File: config.mk
export PLATFORM = sky130hd
export DESIGN_NAME = i2c_msg_seq
export DESIGN_NICKNAME = d
export VERILOG_FILES = /design/src/rtl/i2cseq_pkg.sv /design/src/rtl/i2cseq_addr.sv /design/src/rtl/i2cseq_decode.sv /design/src/rtl/i2c_msg_seq.sv
export SDC_FILE = /design/constraint.sdc
export NUM_CORES = 1
export LEC_CHECK = 0
export BUFFER_PORTS_ARGS = -buffer_cell sky130_fd_sc_hd__buf_2
export CAP_MARGIN = 5
export CORE_MARGIN = 2
export CORE_UTILIZATION = 54
export DETAILED_ROUTE_END_ITERATION = 7
export MAX_ROUTING_LAYER = met4
export PLACE_DENSITY = 0.78
export SETUP_SLACK_MARGIN = 0.1
export SYNTH_ARGS = -nofsm -noshare
export SYNTH_HDL_FRONTEND = slang
export SYNTH_SLANG_ARGS = --single-unit
File: constraint.sdc
create_clock -name clk -period 3.95 [get_ports clk]
set_input_delay 0.79 -clock clk [delete_from_list [all_inputs] [get_ports clk]]
set_output_delay 0.79 -clock clk [all_outputs]
set_load 0.1 [all_outputs]
File: src/rtl/i2cseq_pkg.sv
package i2cseq_pkg;

   typedef enum logic [2:0] {
      S_IDLE, S_START, S_ADR1, S_ADR2, S_TXACK, S_RXDAT
   } seq_st_e;

   typedef enum logic [3:0] {
      A_NONE, A_CONT, A_START, A_ADR1, A_ADR2,
      A_SEND, A_RECV, A_RECV_STOP, A_STOP, A_FAULT
   } act_e;

   typedef enum logic [1:0] {
      RES_OK, RES_NODEV, RES_IOERR, RES_ABORT
   } res_e;

   localparam int CW     = 5;
   localparam int CB_EN  = 0;
   localparam int CB_IEN = 1;
   localparam int CB_ACK = 2;
   localparam int CB_STA = 3;
   localparam int CB_STO = 4;

   localparam logic [7:0] ST_START    = 8'h08;
   localparam logic [7:0] ST_RSTART   = 8'h10;
   localparam logic [7:0] ST_WA_ACK   = 8'h18;
   localparam logic [7:0] ST_WA_NACK  = 8'h20;
   localparam logic [7:0] ST_WD_ACK   = 8'h28;
   localparam logic [7:0] ST_WD_NACK  = 8'h30;
   localparam logic [7:0] ST_RA_ACK   = 8'h40;
   localparam logic [7:0] ST_RA_NACK  = 8'h48;
   localparam logic [7:0] ST_RD_ACK   = 8'h50;
   localparam logic [7:0] ST_RD_NACK  = 8'h58;
   localparam logic [7:0] ST_WA2_ACK  = 8'hD0;
   localparam logic [7:0] ST_RA2_ACK  = 8'hE0;

endpackage

File: src/rtl/i2cseq_addr.sv
module i2cseq_addr (
   input  logic [9:0] addr,
   input  logic       ten,
   input  logic       rd,
   output logic [7:0] byte1,
   output logic [7:0] byte2
);
   always_comb begin
      if (ten) begin
         byte1 = {5'b11110, addr[9:8], rd};
         byte2 = addr[7:0];
      end else begin
         byte1 = {addr[6:0], rd};
         byte2 = 8'h00;
      end
   end
endmodule

File: src/rtl/i2cseq_decode.sv
module i2cseq_decode
   import i2cseq_pkg::*;
#(
   parameter int LEN_W = 8
) (
   input  seq_st_e          state,
   input  logic [7:0]       status,
   input  logic             ten,
   input  logic [LEN_W-1:0] left,
   input  logic             sent_any,
   input  logic             aborting,
   output act_e             act,
   output seq_st_e          nxt,
   output logic             dec_left,
   output logic             clr_ack,
   output res_e             res
);
   localparam logic [LEN_W-1:0] L_ZERO = '0;
   localparam logic [LEN_W-1:0] L_ONE  = LEN_W'(1);

   logic [LEN_W-1:0] left_m1;
   res_e             fin_res;

   assign left_m1 = left - L_ONE;
   assign fin_res = aborting ? RES_ABORT : RES_OK;

   always_comb begin
      act      = A_FAULT;
      nxt      = S_IDLE;
      dec_left = 1'b0;
      clr_ack  = 1'b0;
      res      = RES_IOERR;
      if (state == S_IDLE) begin
         act = A_STOP;
         res = RES_OK;
      end else begin
         unique case (status)
            ST_START, ST_RSTART: begin
               act = A_ADR1;
               nxt = S_ADR1;
            end
            ST_WA_ACK, ST_WA2_ACK, ST_WD_ACK: begin
               if (status == ST_WA_ACK && ten) begin
                  act = A_ADR2;
                  nxt = S_ADR2;
               end else if (left == L_ZERO || (aborting && sent_any)) begin
                  act = A_STOP;
                  res = fin_res;
               end else begin
                  act      = A_SEND;
                  nxt      = S_TXACK;
                  dec_left = 1'b1;
               end
            end
            ST_RA_ACK, ST_RA2_ACK: begin
               if (status == ST_RA_ACK && ten) begin
                  act = A_ADR2;
                  nxt = S_ADR2;
               end else if (left == L_ZERO) begin
                  act = A_STOP;
                  res = fin_res;
               end else begin
                  act     = A_CONT;
                  nxt     = S_RXDAT;
                  clr_ack = (left == L_ONE) || aborting;
               end
            end
            ST_RD_ACK: begin
               act      = A_RECV;
               nxt      = S_RXDAT;
               dec_left = 1'b1;
               clr_ack  = (left_m1 == L_ONE) || aborting;
            end
            ST_RD_NACK: begin
               act = A_RECV_STOP;
               res = fin_res;
            end
            ST_WA_NACK, ST_WD_NACK, ST_RA_NACK: begin
               act = A_STOP;
               res = RES_NODEV;
            end
            default: begin
               act = A_FAULT;
               res = RES_IOERR;
            end
         endcase
      end
   end
endmodule

File: src/rtl/i2c_msg_seq.sv
module i2c_msg_seq
   import i2cseq_pkg::*;
#(
   parameter int LEN_W = 8
) (
   input  logic             clk,
   input  logic             rst_n,
   input  logic             cmd_valid,
   output logic             cmd_ready,
   input  logic [9:0]       cmd_addr,
   input  logic             cmd_ten,
   input  logic             cmd_rd,
   input  logic             cmd_nostart,
   input  logic [LEN_W-1:0] cmd_len,
   input  logic             abort_req,
   input  logic             wr_valid,
   output logic             wr_ready,
   input  logic [7:0]       wr_data,
   output logic             rd_valid,
   input  logic             rd_ready,
   output logic [7:0]       rd_data,
   input  logic             core_flag,
   input  logic [7:0]       core_status,
   input  logic [7:0]       core_rdata,
   output logic             ctl_we,
   output logic [4:0]       ctl_wdata,
   output logic             dat_we,
   output logic [7:0]       dat_wdata,
   output logic             core_rst,
   output logic             done,
   output logic [1:0]       result
);
   localparam logic [LEN_W-1:0] L_ZERO = '0;
   localparam logic [LEN_W-1:0] L_ONE  = LEN_W'(1);

   if (LEN_W < 2) begin : g_len_chk
      $error("i2c_msg_seq: LEN_W must be at least 2");
   end

   seq_st_e          st_q, st_n;
   logic [LEN_W-1:0] left_q, left_n;
   logic             sent_q, sent_n, ack_q, ack_n, abort_q, ten_q;
   logic [7:0]       b1_q, b2_q, b1_c, b2_c, dbyte;
   act_e             dec_act, act;
   seq_st_e          dec_nxt;
   logic             dec_dec, dec_clr;
   res_e             dec_res, res_n;
   logic             abort_eff, react, idle_ok, ns_wr, accept, is_rx, stall;
   logic             fin, dwe_n, stop_n;

   i2cseq_addr u_addr (
      .addr (cmd_addr), .ten (cmd_ten), .rd (cmd_rd),
      .byte1(b1_c),     .byte2(b2_c)
   );

   assign abort_eff = abort_q | abort_req;

   i2cseq_decode #(.LEN_W(LEN_W)) u_dec (
      .state   (st_q),    .status  (core_status), .ten     (ten_q),
      .left    (left_q),  .sent_any(sent_q),      .aborting(abort_eff),
      .act     (dec_act), .nxt     (dec_nxt),     .dec_left(dec_dec),
      .clr_ack (dec_clr), .res     (dec_res)
   );

   // The cycle after a control write the core's flag may still be up.
   assign react     = core_flag && !ctl_we;
   assign idle_ok   = (st_q == S_IDLE) && !core_flag && !ctl_we;
   assign ns_wr     = cmd_nostart && !cmd_rd && (cmd_len != L_ZERO);
   assign cmd_ready = idle_ok && (!ns_wr || wr_valid);
   assign accept    = cmd_valid && cmd_ready;
   assign is_rx     = (dec_act == A_RECV) || (dec_act == A_RECV_STOP);
   assign rd_valid  = react && is_rx;
   assign rd_data   = core_rdata;
   assign wr_ready  = react ? (dec_act == A_SEND) : (idle_ok && cmd_valid && ns_wr);
   assign stall     = ((dec_act == A_SEND) && !wr_valid) || (is_rx && !rd_ready);

   always_comb begin
      act    = A_NONE;
      st_n   = st_q;
      ack_n  = ack_q;
      left_n = left_q;
      sent_n = sent_q;
      res_n  = dec_res;
      fin    = 1'b0;
      if (react && !stall) begin
         act   = dec_act;
         st_n  = dec_nxt;
         ack_n = ack_q & ~dec_clr;
         if (dec_dec) left_n = left_q - L_ONE;
         if (dec_act == A_SEND) sent_n = 1'b1;
         fin = (st_q != S_IDLE) &&
               (dec_act == A_STOP || dec_act == A_RECV_STOP || dec_act == A_FAULT);
      end else if (accept) begin
         left_n = cmd_len;
         sent_n = 1'b0;
         ack_n  = 1'b1;
         res_n  = RES_OK;
         if (!cmd_nostart) begin
            act  = A_START;
            st_n = S_START;
         end else if (cmd_rd) begin
            act   = A_CONT;
            st_n  = S_RXDAT;
            ack_n = (cmd_len != L_ONE);
         end else if (cmd_len == L_ZERO) begin
            act  = A_STOP;
            st_n = S_IDLE;
            fin  = 1'b1;
         end else begin
            act    = A_SEND;
            st_n   = S_TXACK;
            left_n = cmd_len - L_ONE;
            sent_n = 1'b1;
         end
      end
   end

   always_comb begin
      unique case (act)
         A_ADR1:  dbyte = b1_q;
         A_ADR2:  dbyte = b2_q;
         A_SEND:  dbyte = wr_data;
         default: dbyte = 8'h00;
      endcase
   end

   assign dwe_n  = (act == A_ADR1) || (act == A_ADR2) || (act == A_SEND);
   assign stop_n = (act == A_STOP) || (act == A_RECV_STOP) || (act == A_FAULT);

   always_ff @(posedge clk or negedge rst_n) begin
      if (!rst_n) begin
         st_q      <= S_IDLE;
         left_q    <= '0;
         sent_q    <= 1'b0;
         ack_q     <= 1'b1;
         abort_q   <= 1'b0;
         ten_q     <= 1'b0;
         b1_q      <= 8'h00;
         b2_q      <= 8'h00;
         ctl_we    <= 1'b0;
         ctl_wdata <= '0;
         dat_we    <= 1'b0;
         dat_wdata <= 8'h00;
         core_rst  <= 1'b0;
         done      <= 1'b0;
         result    <= 2'd0;
      end else begin
         st_q      <= st_n;
         left_q    <= left_n;
         sent_q    <= sent_n;
         ack_q     <= ack_n;
         ctl_we    <= (act != A_NONE);
         ctl_wdata <= {stop_n, act == A_START, ack_n, !stop_n, 1'b1};
         dat_we    <= dwe_n;
         dat_wdata <= dbyte;
         core_rst  <= (act == A_FAULT);
         done      <= fin;
         if (fin) result <= res_n;
         if (accept) begin
            ten_q <= cmd_ten;
            b1_q  <= b1_c;
            b2_q  <= b2_c;
         end
         if (fin || accept)                     abort_q <= 1'b0;
         else if (abort_req && st_q != S_IDLE)  abort_q <= 1'b1;
      end
   end


   data_with_ctl_chk: assert property (@(posedge clk) disable iff (!rst_n)
      dat_we |-> ctl_we);

   start_phase_chk: assert property (@(posedge clk) disable iff (!rst_n)
      (ctl_we && ctl_wdata[CB_STA]) |-> (st_q == S_START));

   stop_ien_chk: assert property (@(posedge clk) disable iff (!rst_n)
      (ctl_we && ctl_wdata[CB_STO]) |-> !ctl_wdata[CB_IEN]);

   done_stop_chk: assert property (@(posedge clk) disable iff (!rst_n)
      done |-> (ctl_we && ctl_wdata[CB_STO]));

   done_pulse_chk: assert property (@(posedge clk) disable iff (!rst_n)
      done |=> !done);

   ctl_gap_chk: assert property (@(posedge clk) disable iff (!rst_n)
      ctl_we |=> !ctl_we);

   rst_fault_chk: assert property (@(posedge clk) disable iff (!rst_n)
      core_rst |-> (done && ctl_wdata[CB_STO] && result == 2'd2));

   idle_no_done_chk: assert property (@(posedge clk) disable iff (!rst_n)
      (core_flag && !ctl_we && st_q == S_IDLE) |=> !done);
endmodule

==> impl_summary.txt, run 1 <==
----------------------------------------------------
[Logic synthesis]
  Count of different cell masters after synthesis ... 67
  Total of warnings raised by yosys ... 0
  FFs w/ async S/R, synth ... 100%
  Area share of the largest cell type after synthesis ... 37.3%
  Number of synthesized register bits ... 50
  Mean cell area of the mapped netlist ... between 8 and 9 um2
  Most area-consuming cells after synthesis ... dfrtp_1, nand2_1, mux2i_1
  Synthesized area ... roughly 3300 um2
  Number of cells produced by synthesis ... about 380
  Cell type with the largest total area after synthesis ... dfrtp_1
  Number of enable flip-flop cells after synthesis ... 0
  Primary flip-flop cell chosen by synthesis mapping ... dfrtp_1
  Part of the Yosys area used for sequential elements ... 38.1%
  Number of nets in the synthesized netlist ... 434

[Clock tree]
  Later-pin clock latency in the skew report ... 0.30 ns
  Deepest clock path buffer count ... 2
  Number of instances resized during post-cts repair ... 0
  Clock slew at reported path FFs ... roughly 0.10 ns
  Buffer cell driving the clock tree root ... clkbuf_8
  Clock tree sinks ... 50
  Clock buffers created by TritonCTS ... 5
  TritonCTS clock tree ... yes
  H-tree levels ... 2
  Setup repair bufs after CTS ... 0
  Post-CTS Hold Buffers ... 0

[Setup path]
  List of cells traversed by the critical path ... buf_2 -> or3_1 -> nor4_1 -> nand2_1 -> nor3_2 -> buf_2
  Slack of the worst reg-to-reg path ... between 0.3 and 0.4 ns
  Start of the worst register-to-register path ... left_q[0]
  Startpoint type of the worst setup path ... input pin
  Crit path max-delay cell type ... or3_1
  Worst setup path start ... core_status[1]
  Category of cells accounting for the largest share of critical-path delay ... simple AND/OR/NAND/NOR gates
  Crit path depth ... 6
  Worst reg2reg endpoint ... st_q[1]
  Crit path buf inv count ... 2
  Largest stage delay, worst path ... ~0.5 ns
  Crit path capture type ... output pin
  Worst Path Class, Setup ... input pin to output pin
  Critical Path End ... rd_valid
  Arrival time of data at the critical path endpoint ... roughly 2.8 ns
  Depth of the worst register-to-register path ... 10
  Required time worst endpoint ... between 3 and 4 ns
  Critical Path Most Common Cell ... buf_2
  Maximum fanout count along the critical path ... 8

[STA]
  Max Clock Skew ... about 0.0065 ns
  Number of max-slew violations in the final report ... 0
  Final period demand of the worst path ... approximately 3.6 ns
  Hold slack final ... 0.480 ns
  Highest clock rate ... around 0.28 GHz
  Number of setup violations in the final report ... 0
  Worst slew margin ... a little over half
  Final Hold Viols ... 0
  RSZ-0062 raised after global routing ... no
  Transition time of the tightest slew-check pin ... between 0.7 and 0.8 ns
  Fraction of the cycle the final worst path needs ... 90.6%
  Final WS setup ... between 0.3 and 0.4 ns

[Place]
  Placement Setup Slack ... approximately 0.26 ns
  Final RePlAce weighted congestion ... around 0.95
  Placed wire-length estimate ... between 6000 and 7000 um
  I/O Buffers ... 65

[Global routing]
  Pin count of the biggest net entering global routing ... 32
  Number of antenna violations at the first check in global routing ... 0
  Global-route wire length before repair ... 13000 um
  Remaining global-route overflow ... 0
  GRT Resource Usage Total ... 25.9%
  Number of global-route vias before repair ... roughly 2800

[Pwr]
  LEAKAGE ... 1.81 nW
  Switching share of power ... 47.4%
  Internal power consumption ... between 1 and 1.5 mW
  Clock share of power ... between 10% and 20%
  PwrDens ... slightly below 600 nW/um2
  Combinational cell fraction of total power ... between 40% and 50%
  Worst supply voltage drop on vdd ... 481 uV
  Sequential fraction of design power ... between 30% and 40%
  Sw power ... around 1.0 mW

[Route]
  Via-per-instance ratio ... 5.97
  Detailed Route Iter0 Violations ... ~230
  Average wire per standard cell ... about 16 um
  DRT antenna net count ... 0
  Total number of vias ... 3034
  DRC violations left ... 0
  First-pass detailed-route iteration total ... 5
  Post-Route WL ... about 8000 um

[Floorplan]
  Number of top-level pins ... 82
  Initial core utilization ... 55.8%
  Die outline height ... 82.0 um
  Area enclosed by the die boundary ... about 6700 um2
  Core Footprint ... 5890 um2
  X dimension of the die ... 82.0 um
  Number of core rows ... 28

[Layout]
  Count of inserted antenna diode cells ... 0
  Nets@finish ... slightly below 500
  Share of layout cells above drive strength 1 ... a little under a quarter
  Most frequent standard cell in the layout excluding fill and tap cells ... buf_2
  Most frequent cells in the layout ... buf_2, nand2_1, dfrtp_1, nor2_1
  Area Overhead vs Synth ... 14.3%

[Hold path]
  Class of the most critical hold timing path ... flip-flop to flip-flop

[Job]
  Max-Cap Viols ... 0

[Outcome]
  Run status ... finished, final reports clean

----------------------------------------------------
worst min-delay path, stage by stage, from the launching register on:
cell	delay [ns]
dfrtp_1	0.35
nand2_1	0.05
nand2_1	0.05
power by group through the flow:
stage	Combinational, mW	Sequential (mW)	Clock (mW)
floorplan	0.619	1.04	0
global placement	1.02	0.836	0
detailed placement	1.04	0.838	0
CTS	1.04	0.831	0.331
global route	1.13	0.854	0.353
finish	1.04	0.831	0.328
Yosys cell counts, drive strengths merged (3+ instances only):
master and n:
nand2 52, dfrtp 49, nor2 33, a21oi 19
mux2i 19, buf 18, nand3 15, o21ai 14
inv 13, clkbuf 10, nor2b 9, nor3 9
nand2b 8, nor4 8, o2bb2ai 8, and3 7
a31oi 6, xnor2 6, ha 5, nand4 5
nor3b 5, or3 5, a22o 4, a32oi 3
o211ai 3, xor2 3
layout make-up:
cell class                      instances  area (um2)
Clock buffer                            6        82.6
Clock inverter                          2        16.3
Fill cell                             528        2130
Inverter                               13        48.8
Multi-Input combinational cell        286        1850
Sequential cell                        50        1250
Tap cell                               75        93.8
Timing Repair Buffer                   76         408
state kept, by name, summed over array words and instances, names as in the netlist, 2 cells and up:
name / flops
b1_q: 8
left_q: 8
b2_q: 8
result: 2
st_q: 3
ctl_wdata: 5
dat_wdata: 8
worst min path at each step:
| stage | start | end | slack, ns | depth (start not counted) |
|---|---|---|---|---|
| after floorplan | b2_q[0] | b2_q[0] | 0.44 | 2 |
| after global placement | b2_q[4] | b2_q[4] | 0.45 | 2 |
| after detailed placement | b2_q[7] | b2_q[7] | 0.46 | 2 |
| after CTS | b2_q[7] | b2_q[7] | 0.48 | 2 |
| after global routing | b1_q[3] | dat_wdata[3] | 0.50 | 1 |
| final | b2_q[3] | b2_q[3] | 0.48 | 2 |
metal layers:
metal / wire (um) / vias up / global-route usage [%]
met4: 78 / 0 / 6.17
met2: 3670 / 120 / 38.9
li1: - / 1456 / -
met3: 535 / 11 / 3.30
met5: 0 / - / -
met1: 3720 / 1447 / 37.5
through the flow:
stage	power, mW	std cells	TNS (ns)	util, %	cell area [um2]
after global routing	2.34	508	0	63.8	3750
final	2.20	508	0	63.8	3750
after global placement	1.85	500	0	62.1	3650
after floorplan	1.66	377	-0.268	-	3300
after detailed placement	1.88	500	0	62.1	3650
after CTS	2.20	508	0	63.8	3750
kinds of logic (layout without fill, tap and decap cells):
group	Yosys count	in the layout	synth area share, %
compound gates	82	82	18.5
xor+xnor	9	9	2.40
fa+ha+maj	6	6	2.21
buf+inv	41	97	5.98
flops	50	50	38.1
mux	19	19	5.79
other cells	1	1	0.114
simple gates	169	169	26.8
Power figures use the tool's default switching activity.
==> run 2, diff against run 1 <==
--- a/config.mk
+++ b/config.mk
@@ -5,13 +5,13 @@
 export SDC_FILE = /design/constraint.sdc
 export NUM_CORES = 1
 export LEC_CHECK = 0
-export BUFFER_PORTS_ARGS = -buffer_cell sky130_fd_sc_hd__buf_2
 export CAP_MARGIN = 5
 export CORE_MARGIN = 2
-export CORE_UTILIZATION = 54
+export CORE_UTILIZATION = 60
 export DETAILED_ROUTE_END_ITERATION = 7
+export DONT_BUFFER_PORTS = 1
 export MAX_ROUTING_LAYER = met4
-export PLACE_DENSITY = 0.78
+export PLACE_DENSITY = 0.73
 export SETUP_SLACK_MARGIN = 0.1
 export SYNTH_ARGS = -nofsm -noshare
 export SYNTH_HDL_FRONTEND = slang
==> run 2 against run 1 <==
  * Clock power down 7.6%
  * First-iteration DRC count is 12% higher
  * Clock skew rose by 0.0043 ns
  * Die area shrank 9.5%
  * Count of clock-buffer cells in the layout shrank 1
  * Final cell count shrank 14%
==> impl_summary.txt, run 2 (same netlist as run 1, synthesis figures left out) <==
----------------------------------------------------
[Global routing]
  GR peak layer ... met2 (unchanged)
  Number of antenna violations at the first check in global routing ... 0 (unchanged)
  Number of global-route vias before repair ... 2649 (was 2757)
  Pin count of the biggest net entering global routing ... 51 (was 32)
  GRT Resource Usage Total ... 27.9% (was 25.9%)
  Remaining global-route overflow ... 0 (unchanged)
  GR met2 Demand/Resource ... 40.9% (was 38.9%)
  GR Util met1 ... 39.2% (was 37.5%)
  Global-route wire length before repair ... 13100 um (was 13000 um)
  Met3 usage in global routing ... 6.98% (was 3.30%)

[Setup path]
  Arrival time of data at the critical path endpoint ... 3.83 ns (was 2.79 ns)
  Worst Path Class, Setup ... flip-flop to flip-flop (was input pin to output pin)
  Crit path capture type ... flip-flop (was output pin)
  Maximum fanout count along the critical path ... 10 (was 8)
  Start of the worst register-to-register path ... left_q[0] (unchanged)
  Worst reg2reg endpoint ... dat_wdata[1] (was st_q[1])
  Required time worst endpoint ... 4.16 ns (was 3.16 ns)
  Startpoint type of the worst setup path ... flip-flop (was input pin)
  Depth of the worst register-to-register path ... 10 (unchanged)
  Slack of the worst reg-to-reg path ... 0.34 ns (was 0.37 ns)

[Floorplan]
  Area enclosed by the die boundary ... 6080 um2 (was 6720 um2)
  Core Footprint ... 5200 um2 (was 5890 um2)
  Number of top-level pins ... 82 (unchanged)
  X dimension of the die ... 78.0 um (was 82.0 um)
  Die outline height ... 78.0 um (was 82.0 um)
  Initial core utilization ... 63.1% (was 55.8%)
  Number of core rows ... 26 (was 28)

[Layout]
  Nets@finish ... 425 (was 489)
  Most frequent standard cell in the layout excluding fill and tap cells ... nand2_1 (was buf_2)
  Count of inserted antenna diode cells ... 0 (unchanged)
  Area Overhead vs Synth ... 4.65% (was 14.3%)
  Share of layout cells above drive strength 1 ... 10.0% (was 23.3%)
  Count of placed standard cells in the final layout, fillers left out ... 439 (was 508)
  Most frequent cells in the layout ... nand2_1, dfrtp_1, nor2_1, a21oi_1, mux2i_1 (was buf_2, nand2_1, dfrtp_1, nor2_1)

[Job]
  Max-Cap Viols ... 0 (unchanged)

[Clock tree]
  Clock buffers created by TritonCTS ... 5 (unchanged)
  Number of instances resized during post-cts repair ... 0 (unchanged)
  Setup repair bufs after CTS ... 0 (unchanged)
  H-tree levels ... 2 (unchanged)
  TritonCTS clock tree ... yes (unchanged)
  Buffer cell driving the clock tree root ... clkbuf_8 (unchanged)
  Later-pin clock latency in the skew report ... 0.31 ns (was 0.30 ns)
  Deepest clock path buffer count ... 2 (unchanged)
  Post-CTS Hold Buffers ... 0 (unchanged)
  Clock slew at reported path FFs ... 0.10 ns (about the same)
  Clock tree sinks ... 50 (unchanged)

[Place]
  I/O Buffers ... 0 (was 65)
  Placed wire-length estimate ... 5710 um (was 6060 um)
  Placed Cells ... 431 (was 500)
  Final RePlAce weighted congestion ... 0.926 (was 0.950)

[Pwr]
  Sequential fraction of design power ... 48.6% (was 37.8%)
  PwrDens ... 619 nW/um2 (was 586 nW/um2)
  Combinational cell fraction of total power ... 37.1% (was 47.3%)
  LEAKAGE ... 1.55 nW (was 1.81 nW)
  Sw power ... 1.01 mW (was 1.04 mW)
  Internal power consumption ... 1.12 mW (was 1.16 mW)
  Worst supply voltage drop on vdd ... 413 uV (was 481 uV)
  Clock share of power ... 14.3% (was 14.9%)
  Switching share of power ... 47.5% (was 47.4%)

[Outcome]
  Run status ... finished, final reports clean (unchanged)

[STA]
  Highest clock rate ... 0.277 GHz (was 0.280 GHz)
  Fraction of the cycle the final worst path needs ... 91.5% (was 90.6%)
  RSZ-0062 raised after global routing ... no (unchanged)
  Final Hold Viols ... 0 (unchanged)
  Number of setup violations in the final report ... 0 (unchanged)
  Worst slew margin ... 39.9% (was 52.6%)
  Max Clock Skew ... 0.0109 ns (was 0.00652 ns)
  Transition time of the tightest slew-check pin ... 0.902 ns (was 0.710 ns)
  Final period demand of the worst path ... 3.61 ns (was 3.58 ns)
  Number of max-slew violations in the final report ... 0 (unchanged)
  Setup TNS ... 0 ns (unchanged)

[Route]
  DRT antenna net count ... 0 (unchanged)
  Via-per-instance ratio ... 6.39 (was 5.97)
  Detailed Route Iter0 Violations ... 255 (was 227)
  Average wire per standard cell ... 17.9 um (was 15.8 um)
  First-pass detailed-route iteration total ... 5 (unchanged)
  Post-Route WL ... 7870 um (was 8000 um)
  Total number of vias ... 2804 (was 3034)
  DRC violations left ... 0 (unchanged)

[Hold path]
  Class of the most critical hold timing path ... input pin to async pin (was flip-flop to flip-flop)

----------------------------------------------------
run 2: per-stage QoR:
step	worst slack, ns	hold WS [ns]	cell area, um2	total power [mW]	utilization [%]
6_report	0.337	0.161	3440	2.13	66.0
5_1_grt	0.196	0.143	3440	2.26	66.0
4_1_cts	0.392	0.156	3440	2.13	66.0
3_5_place_dp	0.369	0.464	3350	1.82	64.3
3_3_place_gp	0.468	0.453	3350	1.79	64.3
2_1_floorplan	-0.268	0.438	3300	1.66	-
run 2: final cells by class:
cell class | instances | area [um2]
tap | 70 | 87.6
fill | 421 | 1770
multi-input combinational | 286 | 1870
inverter | 13 | 48.8
sequential | 50 | 1250
clock inverter | 3 | 21.3
clock buffer | 5 | 68.8
timing repair buffer | 12 | 90.1
run 2: power groups by stage:
stage                     clock network, mW  registers (mW)  logic, mW
after global routing                  0.329            1.06      0.876
after detailed placement                  0            1.04      0.781
after floorplan                           0            1.04      0.619
after CTS                             0.309            1.03      0.787
final                                 0.303            1.03      0.790
after global placement                    0            1.04      0.758
run 2: worst max path at each step:
stage,start,to,slack [ns],depth (start not counted)
finish,left_q[0],dat_wdata[1],0.34,10
global route,left_q[0],dat_wdata[1],0.20,10
CTS,left_q[0],dat_wdata[1],0.39,10
detailed placement,core_status[1],st_q[1],0.37,7
global placement,core_status[1],st_q[1],0.47,7
floorplan,cmd_len[5],cmd_ready,-0.27,6
run 2: worst max-delay path, stage by stage, from the launching register on:
cell       delay (ns)
dfrtp_1          0.42
inv_1            0.13
ha_1             0.26
or4b_4           0.54
o41ai_4          0.31
a211o_1          0.21
and3_4           0.22
o311a_1          0.37
a41oi_2          0.22
nor4_4           0.63
o2bb2ai_1        0.21
run 2: layer usage:
metal	share of wire, %	up-vias	wire [um]
li1	-	1331	-
met1	44	1324	3480
met2	45	129	3530
met3	9.6	20	752
met4	1.4	0	111
met5	0	-	0
